<file path="config.mk">
export PLATFORM = sky130hd
export DESIGN_NAME = mode_cfg_port
export DESIGN_NICKNAME = d
export VERILOG_FILES = /design/src/rtl/mode_cfg_pkg.sv /design/src/rtl/mode_cfg_sync.sv /design/src/rtl/mode_cfg_serial.sv /design/src/rtl/mode_cfg_regfile.sv /design/src/rtl/mode_cfg_decode.sv /design/src/rtl/mode_cfg_port.sv
export SDC_FILE = /design/constraint.sdc
export NUM_CORES = 1
export LEC_CHECK = 0
export ABC_AREA = 0
export ABC_CLOCK_PERIOD_IN_PS = 4780
export BUFFER_PORTS_ARGS = -buffer_cell sky130_fd_sc_hd__buf_2
export CAP_MARGIN = 10
export CORE_UTILIZATION = 30
export DETAILED_ROUTE_END_ITERATION = 10
export GPL_ROUTABILITY_DRIVEN = 0
export GPL_TIMING_DRIVEN = 0
export PLACE_DENSITY_LB_ADDON = 0.15
export SETUP_SLACK_MARGIN = 0.4
export SKIP_LAST_GASP = 1
export SYNTH_ARGS = -nofsm -noshare
export SYNTH_HDL_FRONTEND = slang
export SYNTH_SLANG_ARGS = --single-unit
</file>
<file path="constraint.sdc">
create_clock -name clk -period 4.78 [get_ports clk]
set_clock_uncertainty 0.05 [all_clocks]
set_input_delay 0.239 -clock clk [delete_from_list [all_inputs] [get_ports clk]]
set_output_delay 0.239 -clock clk [all_outputs]
set_load 0.005 [all_outputs]
</file>
<file path="src/rtl/mode_cfg_pkg.sv">
package mode_cfg_pkg;

    localparam int FRAME_BITS = 16;
    localparam int CMD_BITS   = 8;
    localparam int ADDR_W     = CMD_BITS - 1;
    localparam int DATA_W     = FRAME_BITS - CMD_BITS;
    localparam int CNT_MAX    = FRAME_BITS + 1;
    localparam int CNT_W      = $clog2(CNT_MAX + 1);

    localparam int NUM_REGS   = 3;
    localparam int REG_AUX    = 0;
    localparam int REG_OUT    = 1;
    localparam int REG_PWR    = 2;

    localparam int OUT_LANE_BIT = 0;
    localparam int OUT_CUR_BIT  = 1;
    localparam int OUT_TERM_BIT = 2;
    localparam int OUT_BITS     = 3;
    localparam int PWR_DN_BIT   = 0;

    localparam int SB_PAR  = 0;
    localparam int SB_CS   = 1;
    localparam int SB_SCK  = 2;
    localparam int SB_SDI  = 3;
    localparam int SB_TERM = 4;
    localparam int SYNC_W  = 5;
    localparam logic [SYNC_W-1:0] SYNC_RESET = SYNC_W'(1) << SB_CS;

    typedef struct packed {
        logic one_lane;
        logic low_current;
        logic power_down;
        logic term_en;
    } ctrl_t;

    typedef struct packed {
        logic              valid;
        logic [ADDR_W-1:0] addr;
        logic [DATA_W-1:0] data;
    } wr_req_t;

    function automatic ctrl_t regs_to_ctrl(input logic [OUT_BITS-1:0] out_bits,
                                           input logic pwr_bit);
        ctrl_t c;
        c.one_lane    = out_bits[OUT_LANE_BIT];
        c.low_current = out_bits[OUT_CUR_BIT];
        c.term_en     = out_bits[OUT_TERM_BIT];
        c.power_down  = pwr_bit;
        return c;
    endfunction

    function automatic ctrl_t pins_to_ctrl(input logic cs, input logic sck,
                                           input logic sdi, input logic term);
        ctrl_t c;
        c.one_lane    = cs;
        c.low_current = sck;
        c.power_down  = sdi;
        c.term_en     = term;
        return c;
    endfunction

endpackage

</file>
<file path="src/rtl/mode_cfg_sync.sv">
module mode_cfg_sync #(
    parameter int                WIDTH     = 5,
    parameter int                STAGES    = 2,
    parameter logic [WIDTH-1:0]  RESET_VAL = '0
) (
    input  logic             clk,
    input  logic             rst,
    input  logic [WIDTH-1:0] d_i,
    output logic [WIDTH-1:0] q_o
);

    logic [WIDTH-1:0] stage_q [STAGES];

    generate
        for (genvar s = 0; s < STAGES; s++) begin : g_stage
            if (s == 0) begin : g_first
                always_ff @(posedge clk) begin
                    if (rst) stage_q[0] <= RESET_VAL;
                    else     stage_q[0] <= d_i;
                end
            end else begin : g_next
                always_ff @(posedge clk) begin
                    if (rst) stage_q[s] <= RESET_VAL;
                    else     stage_q[s] <= stage_q[s-1];
                end
            end
        end
    endgenerate

    assign q_o = stage_q[STAGES-1];

endmodule

</file>
<file path="src/rtl/mode_cfg_serial.sv">
module mode_cfg_serial
    import mode_cfg_pkg::*;
(
    input  logic              clk,
    input  logic              rst,
    input  logic              par_s,
    input  logic              cs_s,
    input  logic              sck_s,
    input  logic              sdi_s,
    output logic [ADDR_W-1:0] rd_addr_o,
    input  logic [DATA_W-1:0] rd_data_i,
    output wr_req_t           wr_o,
    output logic              sdo_pull_low_o
);

    logic                  sck_q;
    logic                  cs_q;
    logic [CNT_W-1:0]      cnt_q;
    logic [FRAME_BITS-1:0] shift_q;
    logic                  rd_live_q;
    logic [DATA_W-1:0]     rdata_q;

    logic                  active;
    logic                  sck_rise;
    logic                  cs_rise;
    logic                  in_data;
    logic [CMD_BITS-1:0]   cmd_next;

    assign active    = !par_s && !cs_s;
    assign sck_rise  = sck_s && !sck_q;
    assign cs_rise   = cs_s && !cs_q;
    assign cmd_next  = {shift_q[CMD_BITS-2:0], sdi_s};
    assign rd_addr_o = cmd_next[ADDR_W-1:0];

    always_ff @(posedge clk) begin
        if (rst) begin
            sck_q     <= 1'b0;
            cs_q      <= 1'b1;
            cnt_q     <= '0;
            shift_q   <= '0;
            rd_live_q <= 1'b0;
            rdata_q   <= '0;
        end else begin
            sck_q <= sck_s;
            cs_q  <= cs_s;
            if (!active) begin
                cnt_q     <= '0;
                rd_live_q <= 1'b0;
            end else if (sck_rise) begin
                shift_q <= {shift_q[FRAME_BITS-2:0], sdi_s};
                if (cnt_q != CNT_W'(CNT_MAX)) cnt_q <= cnt_q + 1'b1;
                if (cnt_q == CNT_W'(CMD_BITS - 1)) begin
                    rd_live_q <= cmd_next[CMD_BITS-1];
                    rdata_q   <= rd_data_i;
                end else begin
                    rdata_q <= {rdata_q[DATA_W-2:0], 1'b0};
                end
            end
        end
    end

    always_comb begin
        wr_o.valid = cs_rise && !par_s && (cnt_q == CNT_W'(FRAME_BITS))
                     && !shift_q[FRAME_BITS-1];
        wr_o.addr  = shift_q[FRAME_BITS-2 -: ADDR_W];
        wr_o.data  = shift_q[DATA_W-1:0];
    end

    assign in_data        = (cnt_q >= CNT_W'(CMD_BITS)) && (cnt_q <= CNT_W'(FRAME_BITS - 1));
    assign sdo_pull_low_o = active && rd_live_q && in_data && !rdata_q[DATA_W-1];

endmodule

</file>
<file path="src/rtl/mode_cfg_regfile.sv">
module mode_cfg_regfile
    import mode_cfg_pkg::*;
#(
    parameter int NREGS = NUM_REGS
) (
    input  logic                clk,
    input  logic                rst,
    input  wr_req_t             wr_i,
    input  logic [ADDR_W-1:0]   rd_addr_i,
    output logic [DATA_W-1:0]   rd_data_o,
    output logic [DATA_W-1:0]   aux_o,
    output logic [OUT_BITS-1:0] out_bits_o,
    output logic                pwr_bit_o
);

    logic [DATA_W-1:0] regs_q [NREGS];

    generate
        for (genvar g = 0; g < NREGS; g++) begin : g_reg
            always_ff @(posedge clk) begin
                if (rst)
                    regs_q[g] <= '0;
                else if (wr_i.valid && (wr_i.addr == ADDR_W'(g)))
                    regs_q[g] <= wr_i.data;
            end
        end
    endgenerate

    always_comb begin
        rd_data_o = '0;
        for (int i = 0; i < NREGS; i++) begin
            if (rd_addr_i == ADDR_W'(i)) rd_data_o = regs_q[i];
        end
    end

    assign aux_o      = regs_q[REG_AUX];
    assign out_bits_o = regs_q[REG_OUT][OUT_BITS-1:0];
    assign pwr_bit_o  = regs_q[REG_PWR][PWR_DN_BIT];

endmodule

</file>
<file path="src/rtl/mode_cfg_decode.sv">
module mode_cfg_decode
    import mode_cfg_pkg::*;
(
    input  logic                par_s,
    input  logic                cs_s,
    input  logic                sck_s,
    input  logic                sdi_s,
    input  logic                term_s,
    input  logic [OUT_BITS-1:0] out_bits_i,
    input  logic                pwr_bit_i,
    output ctrl_t               ctrl_o
);

    ctrl_t from_regs;
    ctrl_t from_pins;

    assign from_regs = regs_to_ctrl(out_bits_i, pwr_bit_i);
    assign from_pins = pins_to_ctrl(cs_s, sck_s, sdi_s, term_s);
    assign ctrl_o    = par_s ? from_pins : from_regs;

endmodule

</file>
<file path="src/rtl/mode_cfg_port.sv">
module mode_cfg_port
    import mode_cfg_pkg::*;
#(
    parameter int SYNC_STAGES = 2
) (
    input  logic              clk,
    input  logic              rst,
    input  logic              strap_par_i,
    input  logic              cs_i,
    input  logic              sck_i,
    input  logic              sdi_i,
    input  logic              sdo_pad_i,
    output logic              sdo_pull_low_o,
    output logic              one_lane_o,
    output logic              low_current_o,
    output logic              power_down_o,
    output logic              term_en_o,
    output logic [DATA_W-1:0] aux_mode_o
);

    logic [SYNC_W-1:0]   pins_raw;
    logic [SYNC_W-1:0]   pins_s;
    logic                par_s;
    logic                cs_s;
    logic                sck_s;
    logic                sdi_s;
    logic                term_s;
    wr_req_t             wr_req;
    logic [ADDR_W-1:0]   rd_addr;
    logic [DATA_W-1:0]   rd_data;
    logic [OUT_BITS-1:0] out_bits;
    logic                pwr_bit;
    ctrl_t               ctrl;

    always_comb begin
        pins_raw          = '0;
        pins_raw[SB_PAR]  = strap_par_i;
        pins_raw[SB_CS]   = cs_i;
        pins_raw[SB_SCK]  = sck_i;
        pins_raw[SB_SDI]  = sdi_i;
        pins_raw[SB_TERM] = sdo_pad_i;
    end

    mode_cfg_sync #(
        .WIDTH     (SYNC_W),
        .STAGES    (SYNC_STAGES),
        .RESET_VAL (SYNC_RESET)
    ) sync_i (
        .clk (clk),
        .rst (rst),
        .d_i (pins_raw),
        .q_o (pins_s)
    );

    assign par_s  = pins_s[SB_PAR];
    assign cs_s   = pins_s[SB_CS];
    assign sck_s  = pins_s[SB_SCK];
    assign sdi_s  = pins_s[SB_SDI];
    assign term_s = pins_s[SB_TERM];

    mode_cfg_serial serial_i (
        .clk            (clk),
        .rst            (rst),
        .par_s          (par_s),
        .cs_s           (cs_s),
        .sck_s          (sck_s),
        .sdi_s          (sdi_s),
        .rd_addr_o      (rd_addr),
        .rd_data_i      (rd_data),
        .wr_o           (wr_req),
        .sdo_pull_low_o (sdo_pull_low_o)
    );

    mode_cfg_regfile #(
        .NREGS (NUM_REGS)
    ) regfile_i (
        .clk        (clk),
        .rst        (rst),
        .wr_i       (wr_req),
        .rd_addr_i  (rd_addr),
        .rd_data_o  (rd_data),
        .aux_o      (aux_mode_o),
        .out_bits_o (out_bits),
        .pwr_bit_o  (pwr_bit)
    );

    mode_cfg_decode decode_i (
        .par_s      (par_s),
        .cs_s       (cs_s),
        .sck_s      (sck_s),
        .sdi_s      (sdi_s),
        .term_s     (term_s),
        .out_bits_i (out_bits),
        .pwr_bit_i  (pwr_bit),
        .ctrl_o     (ctrl)
    );

    assign one_lane_o    = ctrl.one_lane;
    assign low_current_o = ctrl.low_current;
    assign power_down_o  = ctrl.power_down;
    assign term_en_o     = ctrl.term_en;

endmodule

</file>
### Yosys cells after proc, flatten, opt, wreduce, memory -nomap -nowiden

Memories as Yosys holds them, arrays and structs flattened.
Index checks and enable logic that the tools add are counted.

* memories kept: 2
* bits in writable memories: 34
* output and inout bits: 13
* register bits after elaboration: 32

* reduce and logical (&&, ||, !) cells: 25
* eq/ne operators: 7
* order comparisons: 2
* $add $sub $neg: 1
* muxes and demuxes: 22
* bitwise gates (word level): 6

Memories
* regfile_i.regs_q: words 3, width 8, rd ports 3, clocked after memory_dff 0, write ports 3, line mode_cfg_regfile.sv:16 `logic [DATA_W-1:0] regs_q [NREGS];`
* sync_i.stage_q: words 2, width 5, rd ports 2, clocked after memory_dff 0, write ports 2, line mode_cfg_sync.sv:12 `logic [WIDTH-1:0] stage_q [STAGES];`

Operators with widths (number)
* $mux 8: 7
* $eq 7x1->1 const B: 2
* $eq 7x2->1 const B: 2
* $logic_not 7->1: 2
* $logic_and 1x1->1: 13
* $mux 1: 12
* $mux 5: 2
* $logic_not 1->1: 6
* $reduce_and 2->1: 3
* $add 5x1->5 const B: 1
* $eq 5x3->1 const B: 1
* $eq 5x5->1 const B: 1
* $ge 5x4->1 const B: 1
* $le 5x4->1 const B: 1
* $ne 5x5->1 const B: 1
* $or 1x1->1: 5
* $mux 4: 1
* $reduce_or 2->1: 1
* $not 1->1: 1

### Depth between registers and ports, before layout

* depth after elaboration: 10
* depth in mapped cells: 7
* mapped depth without buffers: 6

### By module

A second synthesis with hierarchy kept.

* cells, all modules: 318
* area total of the unflattened synthesis: 3036.7 µm²

By module, submodules not included
* mode_cfg_serial: times used 1, area an instance 1521.5 µm², cells each 187, sequential area each 640.6 µm²
* mode_cfg_regfile: times used 1, area an instance 1207.4 µm², cells each 107, sequential area each 720.7 µm²
* mode_cfg_sync: times used 1, area an instance 262.8 µm², cells each 20, sequential area each 200.2 µm²
* mode_cfg_decode: times used 1, area an instance 45.0 µm², cells each 4, sequential area each 0.0 µm²

### Worst setup path after synthesis

OpenSTA, ideal clock, no wires.

* path type: register to register
* start point: register serial_i.cnt_q[0]
* end point: memory regfile_i.regs_q[1][0] (netlist name), enable pin
* arrival time: 1.602 ns
* path buffers: 0
* data required time: 4.343 ns
* cell stages (with the launch flop): 6
* library setup time: 0.387 ns
* path slack: 2.741 ns
* path through: dfxtp_1 -> inv_1 -> ha_1 -> and4bb_2 -> nand4_1 -> o31ai_1

RTL lines
* start, declared: line mode_cfg_serial.sv:18 `logic [CNT_W-1:0] cnt_q;`
* start signal, assigned: line mode_cfg_serial.sv:51 `if (cnt_q != CNT_W'(CNT_MAX)) cnt_q <= cnt_q + 1'b1;`
* end, declared: line mode_cfg_regfile.sv:16

==> out/qor.csv <==
stage,metric,value,unit
sta,finalHoldViolations,0,
sta,fin_crit,2.50,ns
synthesis,synth_edf_count,24,
clock_tree,cts_tree,built,
critical_path,cp_data_arrival_time,2.43,ns
synthesis,yosys_warnings,0,
pwr,swShare,0.219,
synthesis,synth.yosys.seq_area_share,0.557,
pwr,power_density,326,nW/µm²
global_route,grt_pass1_vias,1910,
final_layout,nFillCells,922,
floorplan,pin_count,20,
sta,post-route-period-util,0.523,
sta,tns,0,ns
drt,ant_nets,0,
global_route,grt_max_degree,11,
critical_path,crit_required,4.71,ns
sta,worst_pin_slew,0.941,ns
floorplan,std_cell_rows,34,
sta,relSlewSlack,0.368,
drt,drt_iter0_drc,114,
clock_tree,clock_latency,0.34,ns
final_layout,layout-drive-gt1-share,0.172,
final_layout,diodes,0,
clock_tree,h-tree-depth,3,
placed_design,dp_slack,2.31,ns
pwr,seqPwrFrac,0.574,
sta,slew_violations,0,
pwr,ir_drop,0.0963,mV
global_route,grt_first_pass_wirelength,10500,µm
drt,routed_wl,6770,µm
final_layout,final_common_cell,nand2_1,
pwr,p_comb_frac,0.041,
final_layout,final_cells,422,
final_layout,layout.nets,320,
drt,avgRoutedWirePerCell,16.0,µm
synthesis,avgSynthCellArea,10.0,µm²
drt,routed_via_density,4.80,
clock_tree,hold_buffers,0,
global_route,antenna_found_initial,0,
drt,vias,2024,
synthesis,synthArstFlopShare,0,
global_route,grt_overflow,0,
critical_path,critical_path_class,flop to flop,
pwr,power.switching,0.229,mW
synthesis,yosys.area.top_type_share,0.300,
critical_path,startpoint_type,flop,
clock_tree,clk_pin_slew,0.06,ns
synthesis,yosys_register_bits,66,
final_layout,layout_common_cells,"46 x nand2_1, 42 x dfxtp_1, 36 x nor2_1, 28 x a21oi_1, 24 x edfxtp_1",
placed_design,portBuffers,18,
clock_tree,cts_buffers,9,
floorplan,die_y,98.6,µm
clock_tree,clk_path_buf_depth,2,
drt,drtPass1Iterations,7,
worst_hold_path,hp-class,input pin to flop,
clock_tree,post_cts_buffers,0,
synthesis,synth.area.top_cells,"dfxtp_1 30%, edfxtp_1 26%, nand2_1 6.2%, a21oi_1 5.0%, nor2_1 4.8%",
floorplan,core,8890,µm²
pwr,leakage,1.08,nW
global_route,grt_usage,0.149,
synthesis,synth_top_cell_by_area,dfxtp_1,
critical_path,crit_path_end_kind,flop,
synthesis,syn_nets,290,
pwr,intPower,0.814,mW
floorplan,die_area,9730,µm²
sta,fmax,0.400,GHz
synthesis,ys.flop_type,dfxtp_1,
run_status,outcome,"finished, final reports clean",
placed_design,post_dp_cell_area,3040,µm²
synthesis,syn_area,2800,µm²
sta,rsz0062_at_grt,no,
pwr,clkPwrFrac,0.385,
synthesis,synth_cell_types,42,
clock_tree,cts-resized-gates,0,
clock_tree,cts_root_buf,clkbuf_8,
floorplan,die_x,98.6,µm
placed_design,place_hpwl,4500,µm
floorplan,start_util,0.315,
clock_tree,clock_sinks,66,
final_layout,area_growth,14.2,%
final_layout,finalInstanceArea,3200,µm²
placed_design,place_inst,406,
sta,setup_viol,0,
synthesis,syn_inst,279,
critical_path,path_max_fanout,9,
sta,fin_ws,2.28,ns
drt,route.detailed.drc,0,
job,drv_cap,0,
final_layout,final_util,0.360,
logic make-up after synthesis:
| family | share of synthesized area |
|---|---|
| buf+inv | 0.0469 |
| flops | 0.557 |
| simple gates | 0.222 |
| fa+ha+maj | 0.0179 |
| mux | 0.0232 |
| compound gates | 0.126 |
| xor+xnor | 0.00625 |
flip-flops by register name, indices dropped and copies added, names as in the netlist:
register / cells
regfile_i.regs_q: 24
serial_i.sck_q: 1
serial_i.cs_q: 1
serial_i.shift_q: 16
sync_i.stage_q: 10
serial_i.rdata_q: 8
serial_i.rd_live_q: 1
serial_i.cnt_q: 5
per-stage QoR:
stage                     power [mW]  hold slack [ns]
after floorplan                0.636            0.293
after global routing            1.08           0.0489
after global placement         0.654            0.359
after CTS                       1.06           0.0296
final                           1.04           0.0424
after detailed placement       0.655            0.350
power by group through the flow:
stage,Combinational (mW),Clock [mW],Sequential [mW]
floorplan,0.0269,0,0.609
global placement,0.0428,0,0.611
detailed placement,0.0436,0,0.611
CTS,0.0440,0.413,0.599
global route,0.0480,0.436,0.599
finish,0.0433,0.401,0.598
worst paths after layout:
| path | from | end | slack [ns] | cells after the start |
|---|---|---|---|---|
| max | serial_i.cnt_q[0] | regfile_i.regs_q[2][1] | 2.28 | 6 |
| min | cs_i | sync_i.stage_q[0][1] | 0.04 | 2 |
| max reg2reg | serial_i.cnt_q[0] | regfile_i.regs_q[2][1] | 2.28 | 6 |
| min reg2reg | sync_i.stage_q[0][1] | sync_i.stage_q[1][1] | 0.38 | 1 |
cell usage after synthesis (2+ instances only):
cell type / instances
clkbuf_1: 7
o211ai_1: 7
and2_1: 7
a211oi_2: 2
nand3b_1: 3
or2_2: 3
nand4_1: 2
ha_1: 4
nor3_4: 2
mux2_2: 4
buf_2: 2
a211oi_1: 5
inv_1: 6
o21ai_0: 4
nand3_1: 2
nor2_1: 36
a21oi_1: 28
mux2i_1: 2
buf_6: 5
o2bb2ai_1: 7
nor2b_1: 11
dfxtp_1: 42
nand2_1: 46
edfxtp_1: 24
critical path, stage by stage (launching register included):
cell and delay [ns]:
dfxtp_1 0.37, inv_1 0.08, ha_1 0.13, and4bb_2 0.25
nand4_1 0.20, nand3b_1 0.53, nand2_1 0.54
layer usage:
| metal | up-vias | GRT usage | part of all wire |
|---|---|---|---|
| met5 | - | 0 | 0 |
| met4 | 0 | 0.0758 | 0.018 |
| met3 | 8 | 0.0333 | 0.032 |
| met2 | 30 | 0.225 | 0.45 |
| met1 | 959 | 0.202 | 0.50 |
| li1 | 1027 | - | - |
area by class of cell:
cell class | instances | area [µm²] | area share
clock buffer | 16 | 160 | 0.0501
inverter | 6 | 22.5 | 0.00704
sequential | 66 | 1560 | 0.488
tap | 108 | 135 | 0.0422
timing repair buffer | 19 | 97.6 | 0.0305
buffer | 16 | 109 | 0.0340
multi-input combinational | 191 | 1110 | 0.348
No activity file was read; power rests on OpenSTA's default activity.
